[src/rtl/bin2dec_pkg.sv]
package bin2dec_pkg;
  // strobes issued by the sequencer to the divider datapath
  typedef struct packed {
    logic clearAll;  // start low: wipe partial results and digits
    logic load;      // capture the input as the first dividend
    logic shift;     // one restoring shift-subtract step
    logic store;     // file remainder as a digit, quotient becomes dividend
  } stepCmd_t;

  typedef enum logic [1:0] {
    ST_ARM   = 2'd0,
    ST_ITER  = 2'd1,
    ST_STORE = 2'd2,
    ST_DONE  = 2'd3
  } ctrlState_t;
endpackage

[src/rtl/bin2dec_ctrl.sv]
module bin2dec_ctrl
  import bin2dec_pkg::*;
#(
  parameter int VALUE_W    = 16,
  parameter int NUM_DIGITS = 5,
  localparam int CNT_W = $clog2(VALUE_W),
  localparam int IDX_W = (NUM_DIGITS > 1) ? $clog2(NUM_DIGITS) : 1
) (
  input  logic             clk,
  input  logic             start,
  output stepCmd_t         cmd,
  output logic [IDX_W-1:0] digitIdx,
  output logic             ready
);
  ctrlState_t state;
  logic [CNT_W-1:0] bitCnt;

  always_ff @(posedge clk) begin
    if (!start) begin
      state    <= ST_ARM;
      bitCnt   <= '0;
      digitIdx <= '0;
      ready    <= 1'b0;
    end else begin
      case (state)
        ST_ARM: begin
          state    <= ST_ITER;
          bitCnt   <= '0;
          digitIdx <= '0;
        end
        ST_ITER: begin
          if (bitCnt == CNT_W'(VALUE_W - 1)) begin
            state  <= ST_STORE;
            bitCnt <= '0;
          end else begin
            bitCnt <= bitCnt + 1'b1;
          end
        end
        ST_STORE: begin
          if (digitIdx == IDX_W'(NUM_DIGITS - 1)) begin
            state <= ST_DONE;
            ready <= 1'b1;
          end else begin
            digitIdx <= digitIdx + 1'b1;
            state    <= ST_ITER;
          end
        end
        default: ;
      endcase
    end
  end

  always_comb begin
    cmd          = '0;
    cmd.clearAll = !start;
    cmd.load     = start && (state == ST_ARM);
    cmd.shift    = start && (state == ST_ITER);
    cmd.store    = start && (state == ST_STORE);
  end

  // completion only ever follows the final store step
  assert_ready_after_store_R3: assert property (@(posedge clk) disable iff (!start)
    $rose(ready) |-> $past(state) == ST_STORE);

  // a newly raised start always finds the block cleared and armed
  assert_start_finds_clear_R1: assert property (@(posedge clk) disable iff (!start)
    $rose(start) |-> (!ready && state == ST_ARM));
endmodule

[src/rtl/bin2dec_datapath.sv]
module bin2dec_datapath
  import bin2dec_pkg::*;
#(
  parameter int VALUE_W    = 16,
  parameter int NUM_DIGITS = 5,
  parameter int DIGIT_W    = 4,
  parameter int RADIX      = 10,
  localparam int IDX_W = (NUM_DIGITS > 1) ? $clog2(NUM_DIGITS) : 1,
  localparam int REM_W = $clog2(RADIX),
  localparam int OUT_W = NUM_DIGITS * DIGIT_W
) (
  input  logic               clk,
  input  stepCmd_t           cmd,
  input  logic [IDX_W-1:0]   digitIdx,
  input  logic [VALUE_W-1:0] binValue,
  output logic [OUT_W-1:0]   digitsOut
);
  logic [VALUE_W-1:0] dividend;
  logic [VALUE_W-1:0] quotient;
  logic [REM_W-1:0]   partRem;
  logic [REM_W:0]     shiftedRem;
  logic               takeSub;

  assign shiftedRem = {partRem, dividend[VALUE_W-1]};
  assign takeSub    = shiftedRem >= (REM_W+1)'(RADIX);

  always_ff @(posedge clk) begin
    if (cmd.clearAll) begin
      partRem  <= '0;
      quotient <= '0;
    end else if (cmd.load) begin
      dividend <= binValue;
      partRem  <= '0;
      quotient <= '0;
    end else if (cmd.shift) begin
      partRem  <= takeSub ? REM_W'(shiftedRem - (REM_W+1)'(RADIX))
                          : shiftedRem[REM_W-1:0];
      quotient <= {quotient[VALUE_W-2:0], takeSub};
      dividend <= dividend << 1;
    end else if (cmd.store) begin
      dividend <= quotient;
      partRem  <= '0;
      quotient <= '0;
    end
  end

  for (genvar g = 0; g < NUM_DIGITS; g++) begin : gSlot
    logic [DIGIT_W-1:0] slot;
    always_ff @(posedge clk) begin
      if (cmd.clearAll)
        slot <= '0;
      else if (cmd.store && digitIdx == IDX_W'(g))
        slot <= DIGIT_W'(partRem);
    end
    assign digitsOut[g*DIGIT_W +: DIGIT_W] = slot;
  end

  // restoring step keeps the partial remainder below the radix
  assert_rem_below_radix_R9: assert property (@(posedge clk) disable iff (!cmd.shift && !cmd.store)
    partRem < REM_W'(RADIX));
endmodule

[src/rtl/bin2dec_seq.sv]
module bin2dec_seq
  import bin2dec_pkg::*;
#(
  parameter int VALUE_W    = 16,
  parameter int NUM_DIGITS = 5,
  parameter int DIGIT_W    = 4,
  parameter int RADIX      = 10,
  localparam int IDX_W = (NUM_DIGITS > 1) ? $clog2(NUM_DIGITS) : 1,
  localparam int OUT_W = NUM_DIGITS * DIGIT_W
) (
  input  logic               clk,
  input  logic               start,
  input  logic [VALUE_W-1:0] binValue,
  output logic               ready,
  output logic [OUT_W-1:0]   digitsOut
);
  stepCmd_t         cmd;
  logic [IDX_W-1:0] digitIdx;

  bin2dec_ctrl #(.VALUE_W(VALUE_W), .NUM_DIGITS(NUM_DIGITS)) uCtrl (
    .clk(clk), .start(start), .cmd(cmd), .digitIdx(digitIdx), .ready(ready)
  );

  bin2dec_datapath #(.VALUE_W(VALUE_W), .NUM_DIGITS(NUM_DIGITS),
                     .DIGIT_W(DIGIT_W), .RADIX(RADIX)) uPath (
    .clk(clk), .cmd(cmd), .digitIdx(digitIdx), .binValue(binValue),
    .digitsOut(digitsOut)
  );

  // finished result is frozen while start stays high
  assert_result_hold_R7: assert property (@(posedge clk) disable iff (!start)
    ready |=> (ready && $stable(digitsOut)));

  for (genvar g = 0; g < NUM_DIGITS; g++) begin : gDigitChk
    // every delivered digit is a decimal digit
    assert_digit_decimal_R4: assert property (@(posedge clk) disable iff (!start)
      ready |-> digitsOut[g*DIGIT_W +: DIGIT_W] < DIGIT_W'(RADIX));
  end
endmodule

[config.mk]
export PLATFORM = sky130hd
export DESIGN_NAME = bin2dec_seq
export DESIGN_NICKNAME = d
export VERILOG_FILES = /design/src/rtl/bin2dec_pkg.sv /design/src/rtl/bin2dec_ctrl.sv /design/src/rtl/bin2dec_datapath.sv /design/src/rtl/bin2dec_seq.sv
export SDC_FILE = /design/constraint.sdc
export NUM_CORES = 1
export LEC_CHECK = 0
export CAP_MARGIN = 10
export CELL_PAD_IN_SITES_DETAIL_PLACEMENT = 1
export CELL_PAD_IN_SITES_GLOBAL_PLACEMENT = 2
export CORE_MARGIN = 2
export CORE_UTILIZATION = 33
export CTS_BUF_LIST = sky130_fd_sc_hd__clkbuf_4
export DETAILED_ROUTE_END_ITERATION = 8
export PLACE_DENSITY_LB_ADDON = 0.1
export SYNTH_ARGS = -nofsm -noshare
export SYNTH_HDL_FRONTEND = slang
export SYNTH_SLANG_ARGS = --single-unit
[constraint.sdc]
create_clock -name clk -period 2.8 [get_ports clk]
set_input_delay 0.28 -clock clk [delete_from_list [all_inputs] [get_ports clk]]
set_output_delay 0.28 -clock clk [all_outputs]
set_load 0.05 [all_outputs]
==> metrics.md <==
| Metric | Value |
|---|---|
| Startpoint of the lowest-slack register-to-register path | uCtrl.state[1]$_SDFFE_PN0P_ |
| Critical path's largest stage delay | 450 ps |
| Detailed router's first-iteration violation count | 66 |
| Data arrival time of the worst path | 2060 ps |
| Via density per instance | 5.04 |
| Sum of overflow across all layers after global routing | 0 |
| Achievable clock frequency | 0.520 GHz |
| Synth warnings | 0 |
| Ratio of cells with drive above 1 in the final layout | 7.89% |
| Type of the worst setup path | reg -> reg |
| Hold Path End | uPath.gSlot[3].slot[2]$_SDFFE_PN0P_ |
| Number of port buffers | 38 |
| Area added between synthesis and finish | 18.8% |
| Total area of multi-input combinational cells | 1360 um2 |
| Final hold viol count | 0 |
| Commonest cells in the netlist | dfxtp_1 (50), nand2_1 (36), mux2i_1 (27) |
| DRC viols | 0 |
| Maximum level of the CTS H-tree | 3 |
| CTS clock-pin slew for the worst setup and hold paths | 110 ps |
| RD Place Congestion | 0.746 |
| Post-Synthesis Cells | 304 |
| Net switching power of the design | 473 uW |
| DR pass1 iterations | 4 |
| Synth area leader | dfxtp_1 |
| Overall global routing resource usage | 14.7% |
| Initial antenna violation count | 0 |
| Critical Path Start Type | flip-flop |
| Number of max-capacitance violations reported | 0 |
| Number of gates resized after CTS | 0 |
| Number of library cell types mapped by synthesis | 41 |
| Fin nets | 366 |
| Remaining antenna violation count | 0 |
| Initial Util | 34.2% |
| Clock tree root driver cell | clkbuf_4 |
| Number of clock sinks seen by CTS | 66 |
| Non-filler cells, final | 450 |
| Setup crit start | uCtrl.state[1]$_SDFFE_PN0P_ |
| DR WL/cell | 15.0 um |
| First-pass GRT wire length | 11,500 um |
| Floorplan row count | 34 |
| Final antenna diode count | 0 |
| Post-layout minimum cycle time | 1920 ps |
| Register area | 1480 um2 |
| Total number of vias | 2,268 |
| Worst slew pin tran | 560 ps |
| Biggest fanout along the worst timing path | 34 |
| EDFF count, synth | 16 |
| Cts bufs inserted | 9 |
| Most common cell in the synthesized netlist | dfxtp_1 |
| Reg power frac | 56.0% |
| Path class of the lowest-slack min-delay path | reg -> reg |
| Crit path capture type | flip-flop |
| Buffer and inverter count on the worst path | 2 |
| Sum Neg Setup Slack | 0 ps |
| Largest net degree at the start of global routing | 35 |
| Total placed cells including tap cells | 434 |
| Final setup violation count | 0 |
| Die Span Y | 99.6 um |
| CTS tree | yes |
| Register bit total from synthesis | 66 |
| Synth top area share | 33.2% |
| HPWL after DPL | 4430 um |
| Final clock period utilization by the worst path | 68.7% |
| Worst Hold Launch | uPath.gSlot[3].slot[2]$_SDFFE_PN0P_ |
| Static leakage | 1.28 nW |
| Required time reported for the critical path endpoint | 2940 ps |
| Clock latency of the later-clocked register in the worst-skew pair | 410 ps |
| Ports placed on the boundary | 39 |
| Headroom to the max-slew limit | 62.7% |
| Endpoint of the lowest-slack register-to-register path | uPath.dividend[1]$_DFFE_PP_ |
| Switching Fraction | 25.7% |
| Dominant synthesized flop cell | dfxtp_1 |
| Avg Synthesized Cell Area | 9.92 um2 |
| Post-synthesis instance area | 3020 um2 |
| Combinational share of power | 10.2% |
| Filler cell count | 1,003 |
| Post-detailed-routing wire length | 6730 um |
| Sequential element share of the synthesized area | 49.1% |
| Clock power frac | 33.9% |
| Full die area | 9920 um2 |
| Worst reg-to-reg path cell count | 6 |
| Hold buffers post-CTS | 0 |
| Width of the die | 99.6 um |
| Number of buffers inserted to repair setup after CTS | 0 |
| Fraction of synthesis flops using an asynchronous set or reset pin | 0% |
| Worst reg-to-reg setup slack | 880 ps |
| CP max-delay cell | ha_1 |
| Cell breakdown of the critical path | inv_1 -> ha_1 -> and2_1 -> buf_12 -> mux2i_1 -> o21ai_0 |
| Setup skew after layout | 13.5 ps |
| Maximum clock insertion buffer count | 2 |
| Run status | completed |
| Peak supply drop | 0.000196 V |
| Synth top area cells | dfxtp_1 (33%), edfxtp_1 (16%), mux2i_1 (9.0%) |
| Max-slew violations | 0 |
| Synthesized netlist net count | 333 |
| Core region area | 8810 um2 |
| Hold depth | 2 |
| Pint | 1.37 mW |
| Total power density per cell area | 514 nW/um2 |
| Via count of the first global-routing pass | 2,296 |
| Cell family with the largest share of critical-path delay | adder cells |
| Unrepaired setup endpoints after global routing | false |
power by group through the flow:
| stage | Clock [mW] | Sequential [mW] | Combinational [mW] |
|---|---|---|---|
| floorplan | 0 | 1.05 | 0.132 |
| global placement | 0 | 1.05 | 0.190 |
| detailed placement | 0 | 1.05 | 0.191 |
| CTS | 0.653 | 1.03 | 0.192 |
| global route | 0.694 | 1.04 | 0.212 |
| finish | 0.624 | 1.03 | 0.188 |
metal layers:
metal  global-route usage, %  routed length (um)  vias to the layer above
li1                        -                   -                     1137
met1                    20.9                3500                     1084
met2                    21.7                2910                       38
met3                    2.74                 219                        9
met4                    6.01                 108                        0
met5                       0                   0                        -
kinds of logic after synthesis:
kind of cell / Yosys count / share of synthesized area, %
DFF: 66 / 49.1
and+or+nand+nor: 96 / 15.9
muxes: 27 / 8.96
buffers and inverters: 32 / 5.68
adders and majority gates: 11 / 4.56
AOI/OAI and AO/OA: 72 / 15.7
placed cells by master, fill, tap and decap left out, types with 2 or more instances in the layout:
cell	Yosys	layout
ha_1	11	11
nand3_1	9	9
a21boi_0	15	14
a22oi_1	16	16
clkbuf_4	1	10
mux2i_1	27	27
and2_1	3	3
nand2_1	36	36
nand3b_1	3	3
nor2b_1	15	15
o21ai_0	25	25
nor2_1	18	18
a21oi_1	4	4
inv_1	10	10
o21a_1	3	3
a31oi_1	2	2
buf_4	1	4
and3_1	2	2
nand4b_1	2	2
clkdlybuf4s50_1	0	38
clkinv_2	0	4
edfxtp_1	16	16
dfxtp_1	50	50
final cells by class:
class                   instances  area share, %
flip-flops and latches         66           41.3
multi-input cells             206           38.0
repair buffers                 43           12.0
well taps                     108           3.77
clock buffers                  10           2.09
clock inverters                 6           1.61
inverters                      11           1.15
registers in the layout (all words and copies together) (netlist names):
| register | cells |
|---|---|
| uCtrl.ready | 1 |
| uPath.partRem | 4 |
| uCtrl.digitIdx | 3 |
| uPath.quotient | 16 |
| uCtrl.bitCnt | 4 |
| uPath.dividend | 16 |
| uPath.gSlot.slot | 20 |
| uCtrl.state | 2 |
worst reg2reg max path, delay by kind of cell, from the launching register on:
family	cells	cell delay, ps
adder cells (fa/ha/maj)	1	450
flip-flops	1	350
buffers and inverters	2	300
AND/OR/NAND/NOR	1	250
multiplexers	1	220
AO/OA/AOI/OAI	1	100
how the worst max path moves through the flow:
stage | to | slack (ps) | cells past startpoint
finish | uPath.dividend[1]$_DFFE_PP_ | 880 | 6
CTS | uPath.dividend[12]$_DFFE_PP_ | 850 | 5
global placement | uPath.dividend[9]$_DFFE_PP_ | 820 | 4
global route | uPath.dividend[12]$_DFFE_PP_ | 680 | 5
detailed placement | uPath.dividend[9]$_DFFE_PP_ | 800 | 4
floorplan | uPath.dividend[0]$_DFFE_PP_ | 210 | 6
per-stage QoR:
stage / hold WS (ps) / power, mW / area (um2) / setup WS (ps) / utilization (%)
final: 478 / 1.84 / 3580 / 875 / 40.7
after global routing: 509 / 1.94 / 3580 / 683 / 40.7
after CTS: 483 / 1.88 / 3580 / 845 / 40.7
after detailed placement: 465 / 1.24 / 3450 / 797 / 39.2
after global placement: 453 / 1.24 / 3450 / 823 / 39.2
after floorplan: 450 / 1.18 / 3020 / 209 / -
No activity file was read; power rests on OpenSTA's default activity.
